File: src/rtl/scp_pkg.sv
package scp_pkg;

   typedef struct packed {
      logic cs_n;
      logic sck;
      logic sdi;
   } pin_t;

   localparam pin_t PIN_IDLE = '{cs_n: 1'b1, sck: 1'b0, sdi: 1'b0};

   localparam int GRP_NEED = 2;

endpackage

File: src/rtl/scp_sync.sv
module scp_sync #(
   parameter int          WIDTH   = 3,
   parameter int          STAGES  = 2,
   parameter logic [WIDTH-1:0] RST_VAL = '0
) (
   input  logic             clk,
   input  logic             rst_n,
   input  logic [WIDTH-1:0] in_i,
   output logic [WIDTH-1:0] out_o
);

   generate
      if (STAGES == 0) begin : g_bypass
         assign out_o = in_i;
      end else begin : g_chain
         logic [WIDTH-1:0] stg_q [STAGES];
         always_ff @(posedge clk or negedge rst_n) begin
            if (!rst_n) begin
               for (int i = 0; i < STAGES; i++) stg_q[i] <= RST_VAL;
            end else begin
               stg_q[0] <= in_i;
               for (int i = 1; i < STAGES; i++) stg_q[i] <= stg_q[i-1];
            end
         end
         assign out_o = stg_q[STAGES-1];
      end
   endgenerate

endmodule

File: src/rtl/scp_frame_cnt.sv
module scp_frame_cnt #(
   parameter int NUM_CH = 8
) (
   input  logic clk,
   input  logic rst_n,
   input  logic clear_i,
   input  logic pulse_i,
   output logic ok_o
);

   localparam int LO_W = (NUM_CH > 1) ? $clog2(NUM_CH) : 1;
   localparam logic [LO_W-1:0] LO_LAST = LO_W'(NUM_CH - 1);
   localparam logic [1:0]      GRP_SAT = 2'(scp_pkg::GRP_NEED);

   logic [LO_W-1:0] lo_q;
   logic [1:0]      grp_q;

   always_ff @(posedge clk or negedge rst_n) begin
      if (!rst_n) begin
         lo_q  <= '0;
         grp_q <= '0;
      end else if (clear_i) begin
         lo_q  <= '0;
         grp_q <= '0;
      end else if (pulse_i) begin
         if (lo_q == LO_LAST) begin
            lo_q <= '0;
            if (grp_q != GRP_SAT) grp_q <= grp_q + 2'd1;
         end else begin
            lo_q <= lo_q + LO_W'(1);
         end
      end
   end

   assign ok_o = (grp_q == GRP_SAT) && (lo_q == '0);

   AST_OK_ONLY_AFTER_PULSE: assert property (@(posedge clk) disable iff (!rst_n)
      $rose(ok_o) |-> $past(pulse_i));

endmodule

File: src/rtl/scp_shifter.sv
module scp_shifter #(
   parameter int NUM_CH = 8
) (
   input  logic                  clk,
   input  logic                  rst_n,
   input  logic                  act_i,
   input  logic                  load_i,
   input  logic                  rise_i,
   input  logic                  fall_i,
   input  logic                  sdi_i,
   input  logic [NUM_CH-1:0]     fault_i,
   output logic [2*NUM_CH-1:0]   word_o,
   output logic                  dout_o
);

   localparam int W = 2 * NUM_CH;

   logic [W-1:0] sr_q;
   logic         dout_q;

   always_ff @(posedge clk or negedge rst_n) begin
      if (!rst_n) begin
         sr_q   <= '0;
         dout_q <= 1'b0;
      end else if (load_i) begin
         sr_q   <= {{NUM_CH{1'b0}}, fault_i};
         dout_q <= 1'b0;
      end else if (rise_i) begin
         dout_q <= sr_q[W-1];
         sr_q   <= {sr_q[W-2:0], 1'b0};
      end else if (fall_i) begin
         sr_q[0] <= sdi_i;
      end
   end

   assign word_o = sr_q;
   assign dout_o = dout_q;

   AST_IDLE_FROZEN: assert property (@(posedge clk) disable iff (!rst_n)
      $past(!act_i) |-> $stable(sr_q));

   AST_STATUS_HEAD: assert property (@(posedge clk) disable iff (!rst_n)
      $past(load_i) |-> (sr_q[W-1 -: NUM_CH] == '0) && (sr_q[NUM_CH-1:0] == $past(fault_i)));

endmodule

File: src/rtl/scp_cmd_reg.sv
module scp_cmd_reg #(
   parameter int W = 16
) (
   input  logic         clk,
   input  logic         rst_n,
   input  logic         sleep_i,
   input  logic         apply_i,
   input  logic [W-1:0] word_i,
   output logic [W-1:0] cmd_o
);

   logic [W-1:0] cmd_q;

   always_ff @(posedge clk or negedge rst_n) begin
      if (!rst_n)       cmd_q <= '0;
      else if (sleep_i) cmd_q <= '0;
      else if (apply_i) cmd_q <= word_i;
   end

   assign cmd_o = cmd_q;

   AST_CMD_ONLY_AT_COMMIT: assert property (@(posedge clk) disable iff (!rst_n)
      !$stable(cmd_q) |-> ($past(apply_i) || $past(sleep_i)));

   AST_SLEEP_CLEARS: assert property (@(posedge clk) disable iff (!rst_n)
      sleep_i |=> (cmd_q == '0));

endmodule

File: src/rtl/serial_cmd_port.sv
module serial_cmd_port
   import scp_pkg::*;
#(
   parameter int NUM_CH      = 8,
   parameter int SYNC_STAGES = 2
) (
   input  logic              clk,
   input  logic              rst_n,
   input  logic              sleep_i,
   input  logic              csn_i,
   input  logic              sck_i,
   input  logic              sdi_i,
   input  logic [NUM_CH-1:0] fault_i,
   output logic              sdo_o,
   output logic              sdo_oe_o,
   output logic [NUM_CH-1:0] out_on_o,
   output logic [NUM_CH-1:0] ol_en_o
);

   localparam int WORD_W = 2 * NUM_CH;

   generate
      if (NUM_CH < 2 || (NUM_CH & (NUM_CH - 1)) != 0) begin : g_bad_ch
         $error("NUM_CH must be a power of two of at least 2");
      end
      if (SYNC_STAGES < 0 || SYNC_STAGES > 4) begin : g_bad_sync
         $error("SYNC_STAGES must lie in 0..4");
      end
   endgenerate

   logic [2:0] pins_raw;
   pin_t       pins_s;
   pin_t       pins_d;

   scp_sync #(
      .WIDTH   (3),
      .STAGES  (SYNC_STAGES),
      .RST_VAL (PIN_IDLE)
   ) u_sync (
      .clk   (clk),
      .rst_n (rst_n),
      .in_i  ({csn_i, sck_i, sdi_i}),
      .out_o (pins_raw)
   );

   assign pins_s = pin_t'(pins_raw);

   always_ff @(posedge clk or negedge rst_n) begin
      if (!rst_n) pins_d <= PIN_IDLE;
      else        pins_d <= pins_s;
   end

   logic act, cs_fall, cs_rise, sck_rise, sck_fall;

   assign act      = ~pins_s.cs_n;
   assign cs_fall  =  pins_d.cs_n & ~pins_s.cs_n;
   assign cs_rise  = ~pins_d.cs_n &  pins_s.cs_n;
   assign sck_rise = act & ~pins_d.sck &  pins_s.sck;
   assign sck_fall = act &  pins_d.sck & ~pins_s.sck;

   logic              frame_ok;
   logic [WORD_W-1:0] rx_word;
   logic [WORD_W-1:0] cmd;
   logic              dout;

   scp_frame_cnt #(.NUM_CH(NUM_CH)) u_cnt (
      .clk     (clk),
      .rst_n   (rst_n),
      .clear_i (sleep_i | cs_fall),
      .pulse_i (sck_fall),
      .ok_o    (frame_ok)
   );

   scp_shifter #(.NUM_CH(NUM_CH)) u_shift (
      .clk     (clk),
      .rst_n   (rst_n),
      .act_i   (act),
      .load_i  (cs_fall),
      .rise_i  (sck_rise),
      .fall_i  (sck_fall),
      .sdi_i   (pins_s.sdi),
      .fault_i (fault_i),
      .word_o  (rx_word),
      .dout_o  (dout)
   );

   scp_cmd_reg #(.W(WORD_W)) u_cmd (
      .clk     (clk),
      .rst_n   (rst_n),
      .sleep_i (sleep_i),
      .apply_i (cs_rise & frame_ok),
      .word_i  (rx_word),
      .cmd_o   (cmd)
   );

   assign sdo_oe_o = act;
   assign sdo_o    = act & dout;
   assign ol_en_o  = cmd[WORD_W-1:NUM_CH];
   assign out_on_o = cmd[NUM_CH-1:0];

   AST_DO_RELEASED_WHEN_DESELECTED: assert property (@(posedge clk) disable iff (!rst_n)
      $past(cs_rise) |-> !sdo_oe_o && !sdo_o);

endmodule

File: config.mk
export PLATFORM = sky130hd
export DESIGN_NAME = serial_cmd_port
export DESIGN_NICKNAME = d
export VERILOG_FILES = /design/src/rtl/scp_pkg.sv /design/src/rtl/scp_sync.sv /design/src/rtl/scp_frame_cnt.sv /design/src/rtl/scp_shifter.sv /design/src/rtl/scp_cmd_reg.sv /design/src/rtl/serial_cmd_port.sv
export SDC_FILE = /design/constraint.sdc
export NUM_CORES = 1
export LEC_CHECK = 0
export BUFFER_PORTS_ARGS = -buffer_cell sky130_fd_sc_hd__buf_4
export CORE_UTILIZATION = 50
export CTS_BUF_LIST = sky130_fd_sc_hd__clkbuf_16
export CTS_CLUSTER_SIZE = 16
export DETAILED_ROUTE_END_ITERATION = 8
export PLACE_DENSITY = 0.74
export SLEW_MARGIN = 15
export SYNTH_ARGS = -nofsm -noshare
export SYNTH_HDL_FRONTEND = slang
export SYNTH_HIERARCHICAL = 1
export SYNTH_SLANG_ARGS = --single-unit
export TNS_END_PERCENT = 20
File: constraint.sdc
create_clock -name clk -period 1.8 [get_ports clk]
set_input_delay 0.36 -clock clk [delete_from_list [all_inputs] [get_ports clk]]
set_output_delay 0.36 -clock clk [all_outputs]
set_load 0.01 [all_outputs]
==> summary.txt <==
Power and ir drop
  • Power share of the combinational group: 5.8%
  • Int Power: 1.79 mW
  • Reported net switching power: 474 uW
  • Final Total Pwr: 2.26 mW
  • Leak: 1.11 nW
  • Reg power frac: 49.2%
  • Pwr dens: 946 nW/um^2
  • Net Sw Frac: 21.0%
  • Clock share of power: 45.0%
  • Peak VDD IR: 601 uV

Layout
  • Fraction of layout cells with a size suffix above 1: 28.7%
  • Non-filler cells, final: 243
  • Layout area overhead: 19.9%
  • Final net count: 212
  • N_diodes: 0
  • Final instance area: 2390 sq um

STA
  • Setup slack after layout: 0.193 ns
  • Final setup fails: 0
  • Final clock skew: 0.00567 ns
  • Post-route clock period utilization: 89.3%
  • Final worst path period need: 1.61 ns
  • Setup repair after global routing missed its margin: false
  • Worst rel slew slack: 62.6%
  • Final Hold Viols: 0
  • FMAX: 622 MHz
  • Final slew viol count: 0
  • Worst Tran Pin Value: 0.561 ns
  • Setup total negative slack: 0 ns

Global route
  • Initial antenna violation count: 0
  • GRT Residual Overflow: 0
  • Total track usage: 19.1%
  • First-pass GRT wire length: 6000 microns
  • Pin count of the biggest net entering global routing: 47
  • Vias in the first global route: 1281

Setup path
  • CP Launch Type: flip-flop
  • CP bufs+invs: 0
  • R2r endpoint: u_cnt/grp_q[1]$_DFFE_PN0P_
  • CP Cell Sequence: nor3b_1, and3b_1, mux2_2
  • Crit path DAT: 1.78 ns
  • Crit-path max FO: 6
  • Slowest cell on crit path: nor3b_1
  • Worst Path Required: 1.97 ns
  • FF-to-FF Start: u_sync/out_o[2]$_DFF_PN1_
  • Max incr delay on CP: 0.46 ns
  • Crit path max-delay family: simple AND/OR/NAND/NOR gates
  • Cells on worst reg2reg path: 3
  • Register-to-Register Setup Slack: 0.19 ns
  • Worst Setup End Kind: flip-flop
  • WS Path Type: flip-flop to flip-flop

Placement
  • DP HPWL: 2400 microns
  • Routability cong.: 0.718
  • Port Buf Inserts: 31
  • Placement-stage cell area: 2220 sq um
  • Placed Cells: 235
  • Dpl ws: 0.186 ns

Route
  • DRT Wirelength: 3480 microns
  • TritonRoute pass-1 iters: 4
  • Remaining antenna violation count after routing: 0
  • Vias: 1255
  • Vias per Instance: 5.16
  • Drt drc: 0
  • Initial DRC count: 40
  • Avg WL per Cell: 14.3 microns

Yosys
  • Post-Synth Adder-Cell Area: 2.51%
  • Simple-gate share of the synthesized area: 12.3%
  • Mux cell area share after synthesis: 18.2%
  • Synthesized area: 1990 sq um
  • YS warnings: 6
  • Sequential share of the synthesized area: 57.9%
  • Largest family of logic cells by synthesized area: multiplexers
  • Synth Register Bits: 46
  • Synth cell types: 29
  • XOR/XNOR share of the synthesized area: 0%
  • Mapped Nets: 180
  • Syn avg cell area: 12.3 sq um
  • Synth Area in Compound Gates: 3.08%
  • Gate Count Post-Synth: 162

Outcome
  • Status: completed

CTS
  • Gates resized, CTS repair: 0
  • Clock sink count: 46
  • CTS tree: built
  • H-tree Lvls: 2
  • Post-CTS Setup Bufs: 0
  • Clock Root Buffer: clkbuf_16
  • Post-CTS Hold Fix Bufs: 0
  • TritonCTS buffer count: 5
  • Worst-Skew Late Latency: 0.28 ns
  • Clock Tree Buf Depth: 2
  • Clock slew at reported path FFs: 0.06 ns

Floorplan
  • Std cell rows: 22
  • Core Area: 3740 sq um
  • Horiz. Die Dim: 65.1 microns
  • Initial Util: 53.2%
  • DIE AREA: 4240 sq um
  • # IOs: 32
  • Die Y: 65.1 microns

Run
  • Max_cap viols: 0

Worst hold path
  • HP Class: primary input to asynchronous set/reset pin
cells by family after synthesis:
logic type      after synthesis
compound gates               10
buf+inv                      15
simple gates                 51
fa+ha+maj                     4
flops                        46
mux                          36
metal layers:
| metal | wire [microns] | track usage, % | vias to the layer above |
|---|---|---|---|
| li1 | - | - | 601 |
| met1 | 1530 | 24.5 | 622 |
| met2 | 1770 | 32.0 | 27 |
| met3 | 134 | 5.21 | 5 |
| met4 | 45 | 4.89 | 0 |
| met5 | 0 | 0 | - |
worst max path at each step:
stage / from / to / slack, ns / cells past startpoint
finish: u_sync/out_o[2]$_DFF_PN1_ / u_cnt/grp_q[1]$_DFFE_PN0P_ / 0.19 / 3
global route: u_cnt/lo_q[0]$_DFFE_PN0P_ / u_cmd/cmd_o[7]$_DFFE_PN0P_ / 0.08 / 8
CTS: u_sync/out_o[2]$_DFF_PN1_ / u_cnt/grp_q[1]$_DFFE_PN0P_ / 0.17 / 3
detailed placement: u_sync/out_o[2]$_DFF_PN1_ / u_cnt/grp_q[1]$_DFFE_PN0P_ / 0.19 / 3
global placement: u_sync/out_o[2]$_DFF_PN1_ / u_cnt/grp_q[0]$_DFFE_PN0P_ / 0.23 / 3
floorplan: u_sync/out_o[2]$_DFF_PN1_ / u_cnt/grp_q[0]$_DFFE_PN0P_ / 0.09 / 4
flip-flops by register name (all words and copies together), names as in the netlist:
register	cells
u_cnt/lo_q	3
u_sync/out_o	3
u_shift/word_o	16
u_cmd/cmd_o	16
u_shift/dout_o	1
pins_d	2
u_sync/g_chain.stg_q	3
u_cnt/grp_q	2
cells in the mapped netlist:
master | n | area [sq um]
inv_1 | 3 | 11.3
nor3b_2 | 1 | 12.5
nand3b_1 | 1 | 7.51
a21oi_2 | 1 | 8.76
nor2_1 | 29 | 109
nand2b_1 | 2 | 12.5
or3b_1 | 1 | 8.76
nor2b_2 | 1 | 8.76
o21ai_0 | 7 | 35.0
ha_1 | 4 | 50.1
nor3b_1 | 2 | 15.0
mux2i_1 | 34 | 340
buf_4 | 3 | 22.5
or2_1 | 1 | 6.26
buf_2 | 3 | 15.0
dfstp_2 | 3 | 78.8
buf_12 | 2 | 40.0
buf_6 | 2 | 22.5
buf_1 | 1 | 3.75
o31ai_2 | 1 | 12.5
and2b_2 | 1 | 8.76
inv_2 | 1 | 3.75
dfrtp_1 | 43 | 1080
nor2b_1 | 1 | 6.26
a21oi_1 | 1 | 5.00
and2b_1 | 1 | 7.51
nand2_1 | 9 | 33.8
and3b_1 | 1 | 8.76
mux2_2 | 2 | 22.5
layout make-up:
class / count / area, sq um
Clock buffer: 5 / 125
Tap cell: 48 / 60.1
Sequential cell: 46 / 1150
Inverter: 4 / 15.0
Multi-Input combinational cell: 101 / 724
Clock inverter: 3 / 40.0
Timing Repair Buffer: 36 / 270
Fill cell: 307 / 1350
power groups by stage:
stage	registers [mW]	logic (mW)	clock network, mW
after floorplan	1.12	0.0837	0
after global placement	1.13	0.126	0
after detailed placement	1.13	0.133	0
after CTS	1.11	0.133	1.04
after global routing	1.12	0.148	1.08
final	1.11	0.131	1.02
metrics by stage:
stage                     util [%]  hold WS (ns)
after floorplan                  -        0.0644
after CTS                     63.8        0.0850
final                         63.8        0.0654
after global routing          63.8         0.115
after global placement        59.4         0.338
after detailed placement      59.4         0.338
cell usage in the layout (no fill, tap or decap), drive strengths merged:
cell	Yosys	routed
nand3b	1	1
buf	11	36
mux2	2	2
and3b	1	1
nor2	29	29
or3b	1	1
bufinv	0	1
dfstp	3	3
clkinv	0	2
and2b	2	2
dfrtp	43	43
clkbuf	0	5
a21oi	2	2
or2	1	1
nor3b	3	3
o21ai	7	7
ha	4	4
nand2	9	9
nor2b	2	2
nand2b	2	2
inv	4	4
mux2i	34	34
o31ai	1	1
Power figures use the tool's default switching activity.
